### config.mk
export PLATFORM = sky130hd
export DESIGN_NAME = ump_stall_ctrl
export DESIGN_NICKNAME = d
export VERILOG_FILES = /design/src/rtl/ump_pkg.sv /design/src/rtl/ump_port_arbiter.sv /design/src/rtl/ump_stage_chain.sv /design/src/rtl/ump_event_counters.sv /design/src/rtl/ump_stall_ctrl.sv
export SDC_FILE = /design/constraint.sdc
export NUM_CORES = 1
export LEC_CHECK = 0
export BUFFER_PORTS_ARGS = -buffer_cell sky130_fd_sc_hd__buf_2
export CORE_UTILIZATION = 50
export DETAILED_ROUTE_END_ITERATION = 16
export PLACE_DENSITY_LB_ADDON = 0.25
export SYNTH_ARGS = -nofsm -noshare
export SYNTH_HDL_FRONTEND = slang
export SYNTH_SLANG_ARGS = --single-unit
### constraint.sdc
create_clock -name clk -period 1.9 [get_ports clk]
set_input_delay 0.095 -clock clk [delete_from_list [all_inputs] [get_ports clk]]
set_output_delay 0.095 -clock clk [all_outputs]
set_load 0.005 [all_outputs]
### src/rtl/ump_pkg.sv
package ump_pkg;

  typedef enum logic [1:0] {
    CLS_REG    = 2'd0,
    CLS_LOAD   = 2'd1,
    CLS_STORE  = 2'd2,
    CLS_BRANCH = 2'd3
  } op_class_e;

  typedef enum logic [1:0] {
    OWN_IDLE  = 2'd0,
    OWN_FETCH = 2'd1,
    OWN_DATA  = 2'd2
  } port_user_e;

  typedef struct packed {
    logic      vld;
    op_class_e cls;
  } slot_t;

  function automatic logic needs_data_port(input slot_t s);
    return s.vld && (s.cls == CLS_LOAD || s.cls == CLS_STORE);
  endfunction

endpackage

### src/rtl/ump_port_arbiter.sv
module ump_port_arbiter
  import ump_pkg::*;
(
  input  logic       fetch_req,
  input  slot_t      mem_slot,
  output logic       fetch_grant,
  output port_user_e owner
);

  logic data_req;

  always_comb begin
    data_req    = needs_data_port(mem_slot);
    fetch_grant = fetch_req && !data_req;
    if (data_req)       owner = OWN_DATA;
    else if (fetch_req) owner = OWN_FETCH;
    else                owner = OWN_IDLE;
  end

endmodule

### src/rtl/ump_stage_chain.sv
module ump_stage_chain
  import ump_pkg::*;
#(
  parameter int DEPTH = 4
) (
  input  logic                   clk,
  input  logic                   rst,
  input  slot_t                  head,
  output slot_t [DEPTH-1:0]      stg
);

  genvar g;
  generate
    for (g = 0; g < DEPTH; g++) begin : g_stage
      slot_t nxt;
      if (g == 0) begin : g_first
        assign nxt = head;
      end else begin : g_rest
        assign nxt = stg[g-1];
      end
      always_ff @(posedge clk) begin
        if (rst) begin
          stg[g].vld <= 1'b0;
          stg[g].cls <= CLS_REG;
        end else begin
          stg[g] <= nxt;
        end
      end
    end
  endgenerate

endmodule

### src/rtl/ump_event_counters.sv
module ump_event_counters #(
  parameter int CNT_W = 16
) (
  input  logic             clk,
  input  logic             rst,
  input  logic             stall_evt,
  output logic [CNT_W-1:0] cycle_cnt,
  output logic [CNT_W-1:0] stall_cnt
);

  localparam logic [CNT_W-1:0] ONE = CNT_W'(1);

  always_ff @(posedge clk) begin
    if (rst) begin
      cycle_cnt <= '0;
      stall_cnt <= '0;
    end else begin
      cycle_cnt <= cycle_cnt + ONE;
      if (stall_evt) stall_cnt <= stall_cnt + ONE;
    end
  end

endmodule

### src/rtl/ump_stall_ctrl.sv
module ump_stall_ctrl
  import ump_pkg::*;
#(
  parameter int CNT_W = 16
) (
  input  logic             clk,
  input  logic             rst,
  input  logic             in_valid,
  input  logic [1:0]       in_class,
  output logic             in_ready,
  output logic [3:0]       stg_valid,
  output logic [7:0]       stg_class,
  output logic [1:0]       port_owner,
  output logic [CNT_W-1:0] cycle_cnt,
  output logic [CNT_W-1:0] stall_cnt
);

  localparam int NSTAGE  = 5;
  localparam int DEPTH   = NSTAGE - 1;
  localparam int MEM_POS = 2;

  slot_t [DEPTH-1:0] stg;
  slot_t             head;
  logic              grant;
  port_user_e        owner;

  ump_port_arbiter u_arb (
    .fetch_req   (in_valid),
    .mem_slot    (stg[MEM_POS]),
    .fetch_grant (grant),
    .owner       (owner)
  );

  always_comb begin
    head.vld = grant;
    head.cls = grant ? op_class_e'(in_class) : CLS_REG;
  end

  ump_stage_chain #(.DEPTH(DEPTH)) u_chain (
    .clk  (clk),
    .rst  (rst),
    .head (head),
    .stg  (stg)
  );

  ump_event_counters #(.CNT_W(CNT_W)) u_cnt (
    .clk       (clk),
    .rst       (rst),
    .stall_evt (in_valid && !grant),
    .cycle_cnt (cycle_cnt),
    .stall_cnt (stall_cnt)
  );

  genvar g;
  generate
    for (g = 0; g < DEPTH; g++) begin : g_out
      assign stg_valid[g]         = stg[g].vld;
      assign stg_class[2*g +: 2]  = stg[g].cls;
    end
  endgenerate

  assign in_ready   = grant || !in_valid ? !needs_data_port(stg[MEM_POS]) : 1'b0;
  assign port_owner = owner;

endmodule

==> impl_metrics.yaml, run 1 <==
sta:
  finalHoldViolations: 0
  drv_slew: 0
  max_slew.worst_pin.slew_ns: 0.4238
  relSlewSlack_pct: 71.54
  setup_tns_ns: 0
  fin_crit_ns: 1.727
  setup_viol: 0
  rsz0062_at_grt: "no"
  fmax_mhz: 579.2
  timing.final.crit_share_pct: 90.87
  fin_skew_ns: 0.01236
die:
  die_h_um: 61.34
  std_cell_rows: 21
  boundaryPins: 52
  core-area_um2: 3363
  dieWidth_um: 61.34
  dieArea_um2: 3762
  start_util_pct: 52.34
logic_synthesis:
  synthTopCellsByArea: "dfxtp_1, xnor2_1, nor2_1"
  ys_ff_latch: 44
  synth-edff-count: 0
  yosysWarnings: 0
  synth_top_area_cell: "dfxtp_1"
  yosysUniqueCellTypes: 27
  synth-async-reset-ratio_pct: 0
  synth_top_area_share_pct: 50.04
  synth.most_common_cell: "dfxtp_1"
  synth_nets: 202
  synthCells: 195
  synthesis.area_um2: 1760
  ys.flop_type: "dfxtp_1"
  avgSynthCellArea_um2: 9.028
  seq_area_frac_synth_pct: 50.04
  yosys-top-cells-count: "dfxtp_1, nor2_1, xnor2_1"
clocking:
  clock_sinks: 44
  cts_made_buffers: 5
  max-clock-path-buffers: 2
  cts_tree: "done"
  clock_latency_ns: 0.36
  clk_pin_slew_ns: 0.13
  cts_root_buf: "clkbuf_4"
  cts_setup_buffers: 0
  ctsHtreeMaxLevel: 2
critical_path:
  critical_path_class: "reg2reg"
  end_kind: "flip-flop"
  worst-r2r-setup-slack_ns: 0.17
  slowest_delay_ns: 0.42
  critPathMaxFanout: 7
  critical_path.endpoint: "u_cnt.stall_cnt[12]"
  crit_path_start: "u_chain.stg[7]"
  required_ns: 2.20
  r2r_end: "u_cnt.stall_cnt[12]"
  cp.arrival_ns: 2.02
  worstSetupStartpointType: "flip-flop"
  r2r_cells: 4
  cpMaxStageDelayCell: "or3_1"
  cp_cell_sequence: "xor2_1, nand4_1, or3_1, a21oi_1"
  r2r_start: "u_chain.stg[7]"
finish:
  final_core_util_pct: 64.62
  nets: 257
  layout-drive-gt1-share_pct: 25.50
  fillers: 320
  n_antenna_cell: 0
  syn2layout_area_growth_pct: 23.45
route:
  postRouteAntennaNets: 0
  via_count: 1514
  drt_iter0_markers: 99
  via_per_inst: 5.098
  finalWirelength_mm: 3.360
  drtPass1Iterations: 4
  drc: 0
  wl_per_cell_um: 11.31
pwr:
  p_per_area_nw_per_um2: 733.2
  power_leakage_nw: 0.9055
  irDropWorstVdd_mv: 0.5644
global_route:
  grt_pass1_vias: 1156
  gr-total-overflow: 0
  antenna_found_initial: 0
  grt_use_total_pct: 18.94
  grt_pass1_wl_mm: 5.050
  grt_max_degree: 20
flow_run:
  maxCapViolations: 0
placement:
  gp_congestion: 0.8413
  hpwl_mm: 2.390
  port_buffers: 51
outcome:
  status: "completed"
min_path:
  holdCritPathClass: "in2reg"
## how the worst min path moves through the flow
stage,to,from,cells after the start,slack (ns)
finish,u_cnt.cycle_cnt[0],rst,2,0.11
global route,u_chain.stg[7],rst,2,0.09
CTS,u_chain.stg[2],in_valid,2,0.02
detailed placement,u_chain.stg[0],in_class[0],2,0.30
global placement,u_chain.stg[0],in_class[0],2,0.30
floorplan,u_chain.stg[0],in_class[0],1,0.22
## critical path: cells and delay by family, from the launching register on
family	cells	cell delay [ns]
AO/OA/AOI/OAI	1	0.14
flip-flops	1	0.41
XOR/XNOR	1	0.36
AND/OR/NAND/NOR	2	0.75
## registers in the layout (all words and copies together), names as in the netlist
| name | count |
|---|---|
| u_cnt.cycle_cnt | 16 |
| u_chain.stg | 12 |
| u_cnt.stall_cnt | 16 |
## report_power, final
part	internal, mW	switching [mW]
logic	0.0289	0.0315
clock network	0.281	0.308
registers	0.935	0.00877
## per-stage QoR
| step | power (mW) | worst slack [ns] | hold slack [ns] | area, µm² | std cells |
|---|---|---|---|---|---|
| after floorplan | 0.9959 | 0.2131 | 0.2167 | 1760 | 195 |
| after global placement | 1.020 | 0.1743 | 0.2974 | 2053 | 286 |
| after detailed placement | 1.021 | 0.1409 | 0.2971 | 2053 | 286 |
| after CTS | 1.611 | 0.1130 | 0.02335 | 2158 | 296 |
| after global routing | 1.672 | 0.04040 | 0.09298 | 2173 | 297 |
| final | 1.594 | 0.1734 | 0.1075 | 2173 | 297 |
## cell families after synthesis
| family | synth area share [%] |
|---|---|
| flops | 50.04 |
| buf+inv | 3.695 |
| compound gates | 6.326 |
| mux | 0.6396 |
| fa+ha+maj | 1.421 |
| simple gates | 27.44 |
| xor+xnor | 10.45 |
## cell type report
cell class	instances	area, µm²	area share, %
Multi-Input combinational cell	136	819.5	37.71
Tap cell	46	57.56	2.648
Sequential cell	44	880.8	40.53
Timing Repair Buffer	57	307.8	14.16
Clock buffer	5	37.54	1.727
Clock inverter	3	47.55	2.188
Inverter	6	22.52	1.036
## routing by layer
layer	routed length (µm)	vias up	GRT usage (%)
li1	-	779	-
met1	1627	700	25.88
met3	186	2	9.244
met2	1524	33	25.93
met5	0	-	0
met4	21	0	6.667
## layout by cell type (no fill, tap or decap), drive strengths merged
cell type | Yosys | routed
a21oi | 10 | 10
a31o | 1 | 1
and2 | 3 | 3
and3 | 1 | 1
and4 | 3 | 3
buf | 3 | 54
bufinv | 0 | 1
clkbuf | 6 | 5
clkinv | 0 | 2
dfxtp | 44 | 44
dlygate4sd3 | 0 | 3
ha | 2 | 2
inv | 6 | 6
mux2 | 1 | 1
nand2 | 11 | 11
nand2b | 1 | 1
nand3 | 10 | 10
nand4 | 5 | 5
nor2 | 24 | 24
nor2b | 11 | 11
nor3 | 5 | 5
nor3b | 2 | 2
nor4 | 7 | 7
o21ai | 6 | 6
o31ai | 3 | 3
or3 | 6 | 6
or4 | 3 | 3
xnor2 | 15 | 15
xor2 | 6 | 6
## timing repair
| action | 4_1_cts | 5_1_grt |
|---|---|---|
| resized for setup | 0 | 1 |
| endpoints found under the setup margin | 0 | 1 |
| endpoints found under the hold margin | 2 | 1 |
| hold buffers | 2 | 1 |
(Power assumes the default switching activity.)
==> inputs of run 2 (changes only) <==
--- a/config.mk
+++ b/config.mk
@@ -6,9 +6,11 @@
 export NUM_CORES = 1
 export LEC_CHECK = 0
 export BUFFER_PORTS_ARGS = -buffer_cell sky130_fd_sc_hd__buf_2
+export CORE_MARGIN = 2
 export CORE_UTILIZATION = 50
 export DETAILED_ROUTE_END_ITERATION = 16
 export PLACE_DENSITY_LB_ADDON = 0.25
+export RECOVER_POWER = 100
 export SYNTH_ARGS = -nofsm -noshare
 export SYNTH_HDL_FRONTEND = slang
 export SYNTH_SLANG_ARGS = --single-unit
==> run 2 against run 1 <==
Compared with the run above: critical endpoint is now u_cnt.stall_cnt[14]; register-to-register slack barely moved; cell count fell by 1.0%; critical path type unchanged; first-iteration DRC count fell by 46%.
==> impl_metrics.yaml, run 2 (same netlist as run 1, synthesis figures left out) <==
min_path:
  hold_depth: 2
  holdCritPathClass: "in2reg"
  hold_start: "in_valid"
  holdPathEnd: "u_chain.stg[2]"
global_route:
  grt_max_degree: 30
  grt_pass1_wl_mm: 5.520
  gr-total-overflow: 0
  antenna_found_initial: 0
  grt_use_total_pct: 17.11
  grt_pass1_vias: 1277
critical_path:
  critPathMaxFanout: 7
  critical_path_class: "reg2reg"
  r2r_start: "u_chain.stg[7]"
  worstSetupStartpointType: "flip-flop"
  worst-r2r-setup-slack_ns: 0.18
  r2r_cells: 4
  required_ns: 2.17
  r2r_end: "u_cnt.stall_cnt[14]"
  cp.arrival_ns: 1.99
  end_kind: "flip-flop"
sta:
  finalHoldViolations: 0
  setup_viol: 0
  fin_crit_ns: 1.721
  fin_skew_ns: 0.01249
  relSlewSlack_pct: 21.49
  fmax_mhz: 581.2
  max_slew.worst_pin.slew_ns: 1.178
  rsz0062_at_grt: "no"
  hold_slack_ns: 0.05204
  timing.final.crit_share_pct: 90.56
  setup_tns_ns: 0
  drv_slew: 0
finish:
  reg.largest.list: "u_cnt.cycle_cnt (16), u_cnt.stall_cnt (16), u_chain.stg (12)"
  layout-drive-gt1-share_pct: 19.35
  final_cell_mix: "dfxtp_1, buf_2, nor2_1"
  nets: 254
  mostFrequentLayoutCell: "dfxtp_1"
  syn2layout_area_growth_pct: 20.82
  n_antenna_cell: 0
die:
  dieWidth_um: 63.34
  start_util_pct: 52.34
  std_cell_rows: 21
  die_h_um: 63.34
  core-area_um2: 3363
  dieArea_um2: 4011
  boundaryPins: 52
clocking:
  clk_pin_slew_ns: 0.14
  clock_latency_ns: 0.35
  clock_sinks: 44
  max-clock-path-buffers: 2
  cts_made_buffers: 5
  ctsHtreeMaxLevel: 2
  cts_root_buf: "clkbuf_4"
  cts_tree: "done"
pwr:
  p_per_area_nw_per_um2: 748.5
  irDropWorstVdd_mv: 0.4769
  power_leakage_nw: 0.8279
route:
  via_count: 1470
  postRouteAntennaNets: 0
  m1WireLength_mm: 1.573
  top_layer_used: "met4"
  met3WireLength_um: 196
  wl_met2_mm: 1.470
  via_per_inst: 5.000
  drt_iter0_markers: 53
  drtPass1Iterations: 4
  wl_per_cell_um: 11.20
  drc: 0
  finalWirelength_mm: 3.292
placement:
  port_buffers: 51
  gp_congestion: 0.8132
  hpwl_mm: 2.350
flow_run:
  maxCapViolations: 0
outcome:
  status: "completed"
run 2: routing by layer:
| layer | track usage (%) | up-vias |
|---|---|---|
| met5 | 0 | - |
| met4 | 6.522 | 0 |
| met3 | 6.250 | 5 |
| met2 | 26.97 | 32 |
| met1 | 21.31 | 662 |
| li1 | - | 771 |
run 2: cell type report:
type | count | area, µm²
sequential | 44 | 880.8
inverter | 6 | 22.52
clock buffer | 5 | 37.54
tap | 46 | 57.56
fill | 309 | 1236
multi-input combinational | 136 | 819.5
timing repair buffer | 54 | 262.8
clock inverter | 3 | 46.29
run 2: timing repair:
action | CTS | global route
resized for setup | 0 | 1
hold endpoints to repair | 2 | 0
setup endpoints to repair | 0 | 1
setup buffers | 0 | 0
hold buffers | 2 | 0
run 2: stage by stage:
stage / setup WS, ns / utilization, % / power [mW] / instance area [µm²] / std cells
floorplan: 0.2131 / - / 0.9959 / 1760 / 195
global placement: 0.1830 / 60.60 / 1.018 / 2038 / 284
detailed placement: 0.1479 / 60.60 / 1.019 / 2038 / 284
CTS: 0.1149 / 63.69 / 1.612 / 2142 / 294
global route: 0.02162 / 63.24 / 1.654 / 2127 / 294
finish: 0.1794 / 63.24 / 1.592 / 2127 / 294
run 2: worst max-delay path by stage:
stage	from	cells after the start	endpoint	slack [ns]
finish	u_chain.stg[7]	4	u_cnt.stall_cnt[14]	0.18
detailed placement	u_chain.stg[7]	4	u_cnt.stall_cnt[15]	0.15
floorplan	u_chain.stg[7]	5	u_cnt.stall_cnt[15]	0.21
CTS	u_chain.stg[7]	4	u_cnt.stall_cnt[15]	0.11
global placement	u_chain.stg[7]	4	u_cnt.stall_cnt[15]	0.18
global route	u_cnt.stall_cnt[0]	5	u_cnt.stall_cnt[10]	0.02
run 2: critical path, stage by stage, from the launching register on:
cell     delay [ns]
dfxtp_1        0.41
xor2_1         0.35
nand4_1        0.32
or3_1          0.42
a21oi_1        0.14
run 2: report_power, final:
| group | leakage (nW) | switching [mW] | internal (mW) |
|---|---|---|---|
| logic | 0.430 | 0.0313 | 0.0236 |
| registers | 0.356 | 0.00855 | 0.935 |
| clock network | 0.0418 | 0.312 | 0.281 |
| total | 0.828 | 0.352 | 1.24 |
==> inputs of run 3 (changes only) <==
--- a/config.mk
+++ b/config.mk
@@ -6,8 +6,9 @@
 export NUM_CORES = 1
 export LEC_CHECK = 0
 export BUFFER_PORTS_ARGS = -buffer_cell sky130_fd_sc_hd__buf_2
-export CORE_MARGIN = 2
+export CORE_MARGIN = 3
 export CORE_UTILIZATION = 50
+export CTS_CLUSTER_SIZE = 40
 export DETAILED_ROUTE_END_ITERATION = 16
 export PLACE_DENSITY_LB_ADDON = 0.25
 export RECOVER_POWER = 100
==> run 3 against run 2 <==
Compared with the run above: utilization is 3.3 points higher; global-route usage down 0.28 points; sequential power is essentially flat; worst setup slack better by 0.020 ns; critical path type unchanged; critical endpoint is now u_cnt.stall_cnt[15]; largest power group unchanged.
==> impl_metrics.yaml, run 3 (same netlist as run 1, synthesis figures left out) <==
finish:
  reg.largest.list: "u_cnt.cycle_cnt (16), u_cnt.stall_cnt (16), u_chain.stg (12)"
  n_antenna_cell: 0
  final_cells: 293
  final_cell_mix: "dfxtp_1, buf_2, nor2_1"
  mostFrequentLayoutCell: "dfxtp_1"
  nets: 255
  fillers: 294
  final_core_util_pct: 66.56
  syn2layout_area_growth_pct: 21.11
  layout-drive-gt1-share_pct: 18.88
route:
  finalWirelength_mm: 3.365
  wl_per_cell_um: 11.48
  drt_iter0_markers: 99
  via_count: 1457
  m1WireLength_mm: 1.533
  drc: 0
  met3WireLength_um: 167
  drtPass1Iterations: 4
  postRouteAntennaNets: 0
  wl_met2_mm: 1.625
  via_per_inst: 4.973
  top_layer_used: "met4"
clocking:
  cts_root_buf: "clkbuf_4"
  clock_sinks: 44
  ctsHtreeMaxLevel: 2
  clk_pin_slew_ns: 0.13
  max-clock-path-buffers: 2
  cts_tree: "done"
  cts_made_buffers: 5
  cts_setup_buffers: 0
  clock_latency_ns: 0.36
sta:
  fin_crit_ns: 1.701
  setup_tns_ns: 0
  setup_viol: 0
  max_slew.worst_pin.slew_ns: 0.4379
  finalHoldViolations: 0
  setup_ws_ns: 0.1990
  relSlewSlack_pct: 70.60
  timing.final.crit_share_pct: 89.53
  hold_slack_ns: 0.06262
  fin_skew_ns: 0.01481
  drv_slew: 0
  rsz0062_at_grt: "no"
  fmax_mhz: 587.9
pwr:
  power_leakage_nw: 0.8210
  p_per_area_nw_per_um2: 747.4
  irDropWorstVdd_mv: 0.5943
die:
  dieWidth_um: 65.34
  core-area_um2: 3203
  std_cell_rows: 20
  die_h_um: 65.34
  start_util_pct: 54.96
  dieArea_um2: 4269
  boundaryPins: 52
critical_path:
  worst-r2r-setup-slack_ns: 0.20
  critPathMaxFanout: 8
  critical_path_class: "reg2reg"
  required_ns: 2.15
  cp.arrival_ns: 1.95
  worstSetupStartpointType: "flip-flop"
  end_kind: "flip-flop"
global_route:
  grt_use_total_pct: 16.83
  grt_pass1_wl_mm: 5.678
  grt_max_degree: 17
  grt_pass1_vias: 1319
  gr-total-overflow: 0
  antenna_found_initial: 0
outcome:
  status: "completed"
placement:
  placed_cells: 283
  port_buffers: 51
  dp_slack_ns: 0.1475
  gp_congestion: 0.7477
  hpwl_mm: 2.453
flow_run:
  maxCapViolations: 0
min_path:
  holdCritPathClass: "in2reg"
==> run 3: final cells by class <==
type	instances	area, µm²	area share (%)
Tap cell	44	55.05	2.582
Clock inverter	3	46.29	2.171
Clock buffer	5	37.54	1.761
Inverter	6	22.52	1.056
Multi-Input combinational cell	136	819.5	38.44
Sequential cell	44	880.8	41.31
Timing Repair Buffer	55	270.3	12.68
==> run 3: worst max-delay path, stage by stage, from the launching register on <==
cell     delay, ns
dfxtp_1       0.41
xnor2_1       0.18
or3_4         0.47
nor4_1        0.21
mux2_1        0.34
==> run 3: metal layers <==
metal / track usage [%] / vias up
li1: - / 772
met1: 19.89 / 648
met2: 29.20 / 33
met3: 4.274 / 4
met4: 6.218 / 0
met5: 0 / -
==> run 3: worst paths after layout <==
kind	startpoint	endpoint	cells after the start
setup reg to reg	u_chain.stg[7]	u_cnt.stall_cnt[15]	4
setup / recovery	u_chain.stg[7]	u_cnt.stall_cnt[15]	4
hold reg to reg	u_chain.stg[5]	u_chain.stg[8]	1
hold / removal	in_valid	u_chain.stg[2]	2
==> run 3: stage by stage <==
stage,total power [mW],cell area [µm²]
after detailed placement,1.021,2043
after floorplan,0.9959,1760
after global routing,1.656,2132
after global placement,1.020,2043
after CTS,1.613,2147
final,1.593,2132
==> run 3: power by group <==
group          internal, mW  switching, mW  total [mW]
clock                 0.281          0.311       0.592
combinational        0.0264         0.0313      0.0577
sequential            0.935        0.00867       0.944
total                  1.24          0.351        1.59
==> run 3: timing repair <==
action	4_1_cts	5_1_grt
endpoints found under the hold margin	2	0
hold buffers	2	0
endpoints found under the setup margin	0	1
gates resized for setup	0	1
